<file path="config.mk">
export PLATFORM = sky130hd
export DESIGN_NAME = synth_param_search
export DESIGN_NICKNAME = d
export VERILOG_FILES = /design/src/rtl/srch_pkg.sv /design/src/rtl/srch_div_seq.sv /design/src/rtl/srch_best_keep.sv /design/src/rtl/synth_param_search.sv
export SDC_FILE = /design/constraint.sdc
export NUM_CORES = 2
export LEC_CHECK = 0
export ABC_CLOCK_PERIOD_IN_PS = 12900
export BUFFER_PORTS_ARGS = -buffer_cell sky130_fd_sc_hd__buf_2
export CORE_MARGIN = 1
export CORE_UTILIZATION = 30
export DETAILED_ROUTE_END_ITERATION = 6
export GPL_TIMING_DRIVEN = 0
export MAX_ROUTING_LAYER = met4
export PLACE_DENSITY_LB_ADDON = 0.1
export SLEW_MARGIN = 20
export SYNTH_ARGS = -nofsm -noshare
export SYNTH_HDL_FRONTEND = slang
export SYNTH_HIERARCHICAL = 1
export SYNTH_SLANG_ARGS = --single-unit
export TNS_END_PERCENT = 20
</file>
<file path="constraint.sdc">
create_clock -name clk -period 12.9 [get_ports clk]
set_clock_uncertainty 0.05 [all_clocks]
set_input_delay 0 -clock clk [delete_from_list [all_inputs] [get_ports clk]]
set_output_delay 0 -clock clk [all_outputs]
set_load 0.01 [all_outputs]
</file>
<file path="src/rtl/srch_pkg.sv">
package srch_pkg;

    localparam int unsigned DW = 32;

    localparam logic [DW-1:0] PFD_LO  = 32'd10000;
    localparam logic [DW-1:0] PFD_HI  = 32'd300000;
    localparam logic [DW-1:0] VCO_LO  = 32'd600000;
    localparam logic [DW-1:0] VCO_HI  = 32'd1200000;
    localparam logic [DW-1:0] D_CAP   = 32'd80;
    localparam logic [DW-1:0] M_CAP   = 32'd64;
    localparam logic [DW-1:0] O_CAP   = 32'd128;
    localparam logic [DW-1:0] ERR_INIT = '1;

    typedef enum logic [3:0] {
        ST_IDLE,
        ST_DLO,
        ST_DHI,
        ST_MLO,
        ST_MHI,
        ST_MCHK,
        ST_RLO,
        ST_RHI,
        ST_DCHK,
        ST_VCO,
        ST_ODIV,
        ST_ACH,
        ST_EVAL,
        ST_FIN
    } srch_state_e;

    typedef struct packed {
        logic [DW-1:0] d;
        logic [DW-1:0] m;
        logic [DW-1:0] o;
    } ratio_t;

    function automatic logic [DW-1:0] umax(input logic [DW-1:0] a, input logic [DW-1:0] b);
        return (a > b) ? a : b;
    endfunction

    function automatic logic [DW-1:0] umin(input logic [DW-1:0] a, input logic [DW-1:0] b);
        return (a < b) ? a : b;
    endfunction

    function automatic logic [DW-1:0] udiff(input logic [DW-1:0] a, input logic [DW-1:0] b);
        return (a > b) ? (a - b) : (b - a);
    endfunction

    function automatic logic [DW-1:0] odiv_limit(input logic [DW-1:0] q);
        if (q == '0)
            return 32'd1;
        else if (q > O_CAP)
            return O_CAP;
        else
            return q;
    endfunction

endpackage

</file>
<file path="src/rtl/srch_div_seq.sv">
module srch_div_seq #(
    parameter int unsigned W = 32
) (
    input  logic         clk,
    input  logic         rst,
    input  logic         start,
    input  logic [W-1:0] num,
    input  logic [W-1:0] den,
    output logic         done,
    output logic [W-1:0] quo
);
    localparam int unsigned CW = $clog2(W + 1);

    logic [W-1:0]  rem_q;
    logic [W-1:0]  quo_q;
    logic [W-1:0]  den_q;
    logic [CW-1:0] cnt_q;
    logic          run_q;
    logic          done_q;
    logic [W:0]    shifted;
    logic [W:0]    diff;
    logic          fits;

    always_comb begin
        shifted = {rem_q, quo_q[W-1]};
        diff    = shifted - {1'b0, den_q};
        fits    = (shifted >= {1'b0, den_q});
    end

    always_ff @(posedge clk) begin
        if (rst) begin
            rem_q  <= '0;
            quo_q  <= '0;
            den_q  <= '0;
            cnt_q  <= '0;
            run_q  <= 1'b0;
            done_q <= 1'b0;
        end else begin
            done_q <= 1'b0;
            if (start && !run_q) begin
                rem_q <= '0;
                quo_q <= num;
                den_q <= den;
                cnt_q <= CW'(W);
                run_q <= 1'b1;
            end else if (run_q) begin
                rem_q <= fits ? diff[W-1:0] : shifted[W-1:0];
                quo_q <= {quo_q[W-2:0], fits};
                cnt_q <= cnt_q - 1'b1;
                if (cnt_q == CW'(1)) begin
                    run_q  <= 1'b0;
                    done_q <= 1'b1;
                end
            end
        end
    end

    assign done = done_q;
    assign quo  = quo_q;

endmodule

</file>
<file path="src/rtl/srch_best_keep.sv">
module srch_best_keep
    import srch_pkg::*;
(
    input  logic          clk,
    input  logic          rst,
    input  logic          clear,
    input  logic          cand_valid,
    input  ratio_t        cand,
    input  logic [DW-1:0] cand_err,
    output ratio_t        best
);
    ratio_t        best_q;
    logic [DW-1:0] err_q;

    always_ff @(posedge clk) begin
        if (rst || clear) begin
            best_q <= '0;
            err_q  <= ERR_INIT;
        end else if (cand_valid && (cand_err < err_q)) begin
            best_q <= cand;
            err_q  <= cand_err;
        end
    end

    assign best = best_q;

endmodule

</file>
<file path="src/rtl/synth_param_search.sv">
module synth_param_search
    import srch_pkg::*;
#(
    parameter int unsigned RES_W = 8
) (
    input  logic             clk,
    input  logic             rst,
    input  logic             start,
    input  logic [DW-1:0]    fin_khz,
    input  logic [DW-1:0]    fout_khz,
    output logic             busy,
    output logic             done,
    output logic             fail,
    output logic [RES_W-1:0] res_in_div,
    output logic [RES_W-1:0] res_fb_mult,
    output logic [RES_W-1:0] res_out_div
);
    srch_state_e   st_q;
    logic [DW-1:0] fin_q, fout_q;
    logic [DW-1:0] dlo_q, dhi_q, mlo_q, mhi_q;
    logic [DW-1:0] m_q, d_q, rhi_q;
    logic [DW-1:0] vco_q, odiv_q, ach_q;
    logic          wait_q;
    logic          done_q, fail_q;
    logic [RES_W-1:0] rd_q, rm_q, ro_q;

    logic          div_state;
    logic          div_go;
    logic          div_done;
    logic [DW-1:0] div_num, div_den, div_quo;
    logic [DW-1:0] fin_m;
    logic          trk_clear, trk_valid;
    ratio_t        cand, best;
    logic [DW-1:0] cand_err;

    assign fin_m = fin_q * m_q;

    always_comb begin
        div_num = fin_q;
        div_den = PFD_LO;
        div_state = 1'b1;
        case (st_q)
            ST_DLO:  begin div_num = fin_q + PFD_HI - 32'd1; div_den = PFD_HI; end
            ST_DHI:  begin div_num = fin_q;                  div_den = PFD_LO; end
            ST_MLO:  begin div_num = VCO_LO + fin_q - 32'd1; div_den = fin_q;  end
            ST_MHI:  begin div_num = VCO_HI * dhi_q;         div_den = fin_q;  end
            ST_RLO:  begin div_num = fin_m + VCO_HI - 32'd1; div_den = VCO_HI; end
            ST_RHI:  begin div_num = fin_m;                  div_den = VCO_LO; end
            ST_VCO:  begin div_num = fin_m;                  div_den = d_q;    end
            ST_ODIV: begin div_num = vco_q + (fout_q >> 1);  div_den = fout_q; end
            ST_ACH:  begin div_num = vco_q;                  div_den = odiv_q; end
            default: div_state = 1'b0;
        endcase
    end

    assign div_go = div_state && !wait_q;

    srch_div_seq #(.W(DW)) div_i (
        .clk   (clk),
        .rst   (rst),
        .start (div_go),
        .num   (div_num),
        .den   (div_den),
        .done  (div_done),
        .quo   (div_quo)
    );

    assign trk_clear  = (st_q == ST_IDLE) && start;
    assign trk_valid  = (st_q == ST_EVAL);
    assign cand.d     = d_q;
    assign cand.m     = m_q;
    assign cand.o     = odiv_q;
    assign cand_err   = udiff(ach_q, fout_q);

    srch_best_keep keep_i (
        .clk        (clk),
        .rst        (rst),
        .clear      (trk_clear),
        .cand_valid (trk_valid),
        .cand       (cand),
        .cand_err   (cand_err),
        .best       (best)
    );

    always_ff @(posedge clk) begin
        if (rst) begin
            st_q   <= ST_IDLE;
            fin_q  <= '0;
            fout_q <= '0;
            dlo_q  <= '0;
            dhi_q  <= '0;
            mlo_q  <= '0;
            mhi_q  <= '0;
            m_q    <= '0;
            d_q    <= '0;
            rhi_q  <= '0;
            vco_q  <= '0;
            odiv_q <= '0;
            ach_q  <= '0;
            wait_q <= 1'b0;
            done_q <= 1'b0;
            fail_q <= 1'b0;
            rd_q   <= '0;
            rm_q   <= '0;
            ro_q   <= '0;
        end else begin
            done_q <= 1'b0;
            if (div_go)
                wait_q <= 1'b1;
            if (div_done)
                wait_q <= 1'b0;
            case (st_q)
                ST_IDLE: begin
                    if (start) begin
                        fin_q  <= fin_khz;
                        fout_q <= fout_khz;
                        if (fin_khz == '0 || fout_khz == '0)
                            st_q <= ST_FIN;
                        else
                            st_q <= ST_DLO;
                    end
                end
                ST_DLO: if (div_done) begin
                    dlo_q <= umax(div_quo, 32'd1);
                    st_q  <= ST_DHI;
                end
                ST_DHI: if (div_done) begin
                    dhi_q <= umin(div_quo, D_CAP);
                    st_q  <= ST_MLO;
                end
                ST_MLO: if (div_done) begin
                    mlo_q <= umax(div_quo * dlo_q, 32'd1);
                    st_q  <= ST_MHI;
                end
                ST_MHI: if (div_done) begin
                    mhi_q <= umin(div_quo, M_CAP);
                    m_q   <= mlo_q;
                    st_q  <= ST_MCHK;
                end
                ST_MCHK: st_q <= (m_q > mhi_q) ? ST_FIN : ST_RLO;
                ST_RLO: if (div_done) begin
                    d_q  <= umax(dlo_q, div_quo);
                    st_q <= ST_RHI;
                end
                ST_RHI: if (div_done) begin
                    rhi_q <= umin(dhi_q, div_quo);
                    st_q  <= ST_DCHK;
                end
                ST_DCHK: begin
                    if (d_q > rhi_q) begin
                        m_q  <= m_q + 32'd1;
                        st_q <= ST_MCHK;
                    end else begin
                        st_q <= ST_VCO;
                    end
                end
                ST_VCO: if (div_done) begin
                    vco_q <= div_quo;
                    st_q  <= ST_ODIV;
                end
                ST_ODIV: if (div_done) begin
                    odiv_q <= odiv_limit(div_quo);
                    st_q   <= ST_ACH;
                end
                ST_ACH: if (div_done) begin
                    ach_q <= div_quo;
                    st_q  <= ST_EVAL;
                end
                ST_EVAL: begin
                    if (ach_q == fout_q) begin
                        st_q <= ST_FIN;
                    end else begin
                        d_q  <= d_q + 32'd1;
                        st_q <= ST_DCHK;
                    end
                end
                ST_FIN: begin
                    done_q <= 1'b1;
                    fail_q <= (best.m == '0);
                    rd_q   <= best.d[RES_W-1:0];
                    rm_q   <= best.m[RES_W-1:0];
                    ro_q   <= best.o[RES_W-1:0];
                    st_q   <= ST_IDLE;
                end
                default: st_q <= ST_IDLE;
            endcase
        end
    end

    assign busy        = (st_q != ST_IDLE);
    assign done        = done_q;
    assign fail        = fail_q;
    assign res_in_div  = rd_q;
    assign res_fb_mult = rm_q;
    assign res_out_div = ro_q;

endmodule

</file>
==> flow_metrics.py <==
metrics = {
    "status": {
        "status": "complete, but fails checks",
        "violations": "DRC",
    },
    "sta": {
        "tightest_slew_ps": 1278,
        "setup_viol": 0,
        "max-slew-margin-rel": 0.1479,
        "period_needed_ps": 11360,
        "timing.fmax_ghz": 0.08804,
        "whs_ps": 48.20,
        "period_share": 0.8805,
        "hold_violations": 0,
        "tns_ps": 0,
        "slew_viol_final": 0,
        "rsz0062_at_grt": "no",
    },
    "synthesis": {
        "netlist_instances": 9170,
        "synth_nets": 10773,
        "syn_avg_cell_area_um2": 8.140,
        "ys_warn_count": 6,
        "synthesis.area_mm2": 0.07465,
    },
    "power_and_ir_drop": {
        "ir_drop_mv": 0.2042,
        "p_per_area_mw_per_mm2": 125.1,
        "leakage_nw": 37.63,
        "total_power_mw": 10.39,
    },
    "final_layout": {
        "area_growth_pct": 11.28,
        "final_cell_mix": "nand2_1, inv_1, fa_1",
        "fill_cells": 26400,
        "drive_above_1_share": 0.04418,
        "final_common_cell": "nand2_1",
        "fin_cells": 12812,
        "fin_area_mm2": 0.08307,
        "num-nets-final": 11022,
    },
    "grt": {
        "globalRouteTotalUtil": 0.2894,
        "overflow": 0,
        "grt_pass1_vias": 67747,
        "antenna_found_initial": 29,
        "grt_pass1_wl_mm": 503.5,
        "grt_max_degree": 13,
    },
    "route": {
        "drt_iter0_drc": 6028,
        "avgViaCountPerCell": 5.238,
        "drcViolationCount": 2,
        "vias": 67104,
        "first_pass_iters": 7,
        "wl_mm": 355.1,
        "drtAntennaViolNets": 0,
        "post_drt_wl_per_cell_um": 27.71,
    },
    "critical_path": {
        "required_ps": 13510,
        "crit_fanout": 10,
        "cpMostUsedCell": "fa_1",
        "worstSetupEndpointType": "register",
        "r2r-start": "fin_q[6]$_SDFFE_PP0P_",
        "startpoint": "fin_q[6]$_SDFFE_PP0P_",
        "critPathTopFamily": "adder cells",
        "cpPeakStageDelay_ps": 800,
        "worstSetupPathType": "register to register",
        "worst-path-buf-inv": 9,
        "worstSetupStartpointType": "register",
        "critical_path_arrival_ps": 11970,
        "slowest_stage": "clkbuf_1",
    },
    "worst_hold_path": {
        "hold_class": "input pin to register",
        "worstHoldStart": "fout_khz[6]",
    },
    "flow_run": {
        "maxCapViolCount": 0,
    },
    "place": {
        "dpl_cell_area_mm2": 0.07942,
        "portBuffers": 93,
        "dp.cells": 12579,
        "gp_congestion": 1.008,
        "post-dp-hpwl_mm": 290.2,
    },
    "floorplanning": {
        "rows": 182,
        "pin_count": 94,
        "die_h_um": 500.8,
        "core-area_mm2": 0.2466,
        "die-area_mm2": 0.2508,
        "chipWidth_um": 500.8,
        "start_util": 0.3027,
    },
    "clock_tree": {
        "path_clk_slew_ps": 60,
        "clockBufferDepth": 3,
        "cts_setup_buffers": 0,
        "cts_tree": "done",
        "numClockSinks": 599,
        "cts_buffers": 81,
        "cts_root_buf": "clkbuf_16",
        "insertion_delay_ps": 750,
        "htree_levels": 3,
    },
}
repair_timing:
item	CTS	global route
hold buffers	67	0
resized for setup	0	0
hold endpoints to repair	68	0
endpoints found under the setup margin	0	0
sequential cells by signal, summed over array words and instances, names as in the netlist, 32 cells and up:
| register | flops |
|---|---|
| fout_q | 32 |
| ach_q | 32 |
| rhi_q | 32 |
| vco_q | 32 |
| d_q | 32 |
| m_q | 32 |
| div_i/rem_q | 32 |
| keep_i/err_q | 32 |
| odiv_q | 32 |
| mlo_q | 32 |
| dhi_q | 32 |
| div_i/den_q | 32 |
| dlo_q | 32 |
| mhi_q | 32 |
| div_i/quo | 32 |
| keep_i/best | 48 |
| fin_q | 32 |
final timing paths:
| kind | slack [ps] | cells after the start | to |
|---|---|---|---|
| setup / recovery | 1540 | 33 | div_i/quo[31]$_SDFFE_PP0P_ |
| hold / removal | 50 | 4 | fout_q[6]$_SDFFE_PP0P_ |
| setup reg to reg | 1540 | 33 | div_i/quo[31]$_SDFFE_PP0P_ |
| hold reg to reg | 400 | 2 | res_fb_mult[6]$_SDFFE_PP0P_ |
worst register-to-register path: cells and delay by family, from the launching register on:
family,cells,cell delay [ps]
XOR/XNOR,1,590
multiplexers,1,160
flip-flops,1,310
AND/OR/NAND/NOR,7,1450
buffers and inverters,9,2860
adder cells (fa/ha/maj),9,3830
AO/OA/AOI/OAI,6,2050
through the flow:
stage               setup WS [ps]    util
finish                       1541  0.3368
global route                 1031  0.3367
floorplan                    4767       -
detailed placement           1560  0.3221
CTS                          1565  0.3366
global placement             1200  0.3214
power breakdown:
part	internal (mW)	switching, mW
Sequential	1.98	0.237
Clock	1.50	1.00
Combinational	1.81	3.85
Total	5.29	5.09
metal layers:
metal / vias to the layer above / part of all wire / track usage
met2: 2268 / 0.46 / 0.4610
met3: 504 / 0.055 / 0.03137
met4: 0 / 0.046 / 0.1152
li1: 30284 / - / -
met1: 34048 / 0.44 / 0.3738
met5: - / 0 / -
area by class of cell:
type,instances,area [um2],area share
clock inverter,40,599.3,0.007215
timing repair buffer,166,1242,0.01496
multi-input combinational,6713,55430,0.6673
tap,3312,4144,0.04989
buffer,597,2576,0.03101
sequential,599,11990,0.1444
antenna,16,40.04,0.0004820
inverter,1261,4733,0.05698
clock buffer,108,2308,0.02779
No activity file was read; power rests on OpenSTA's default activity.
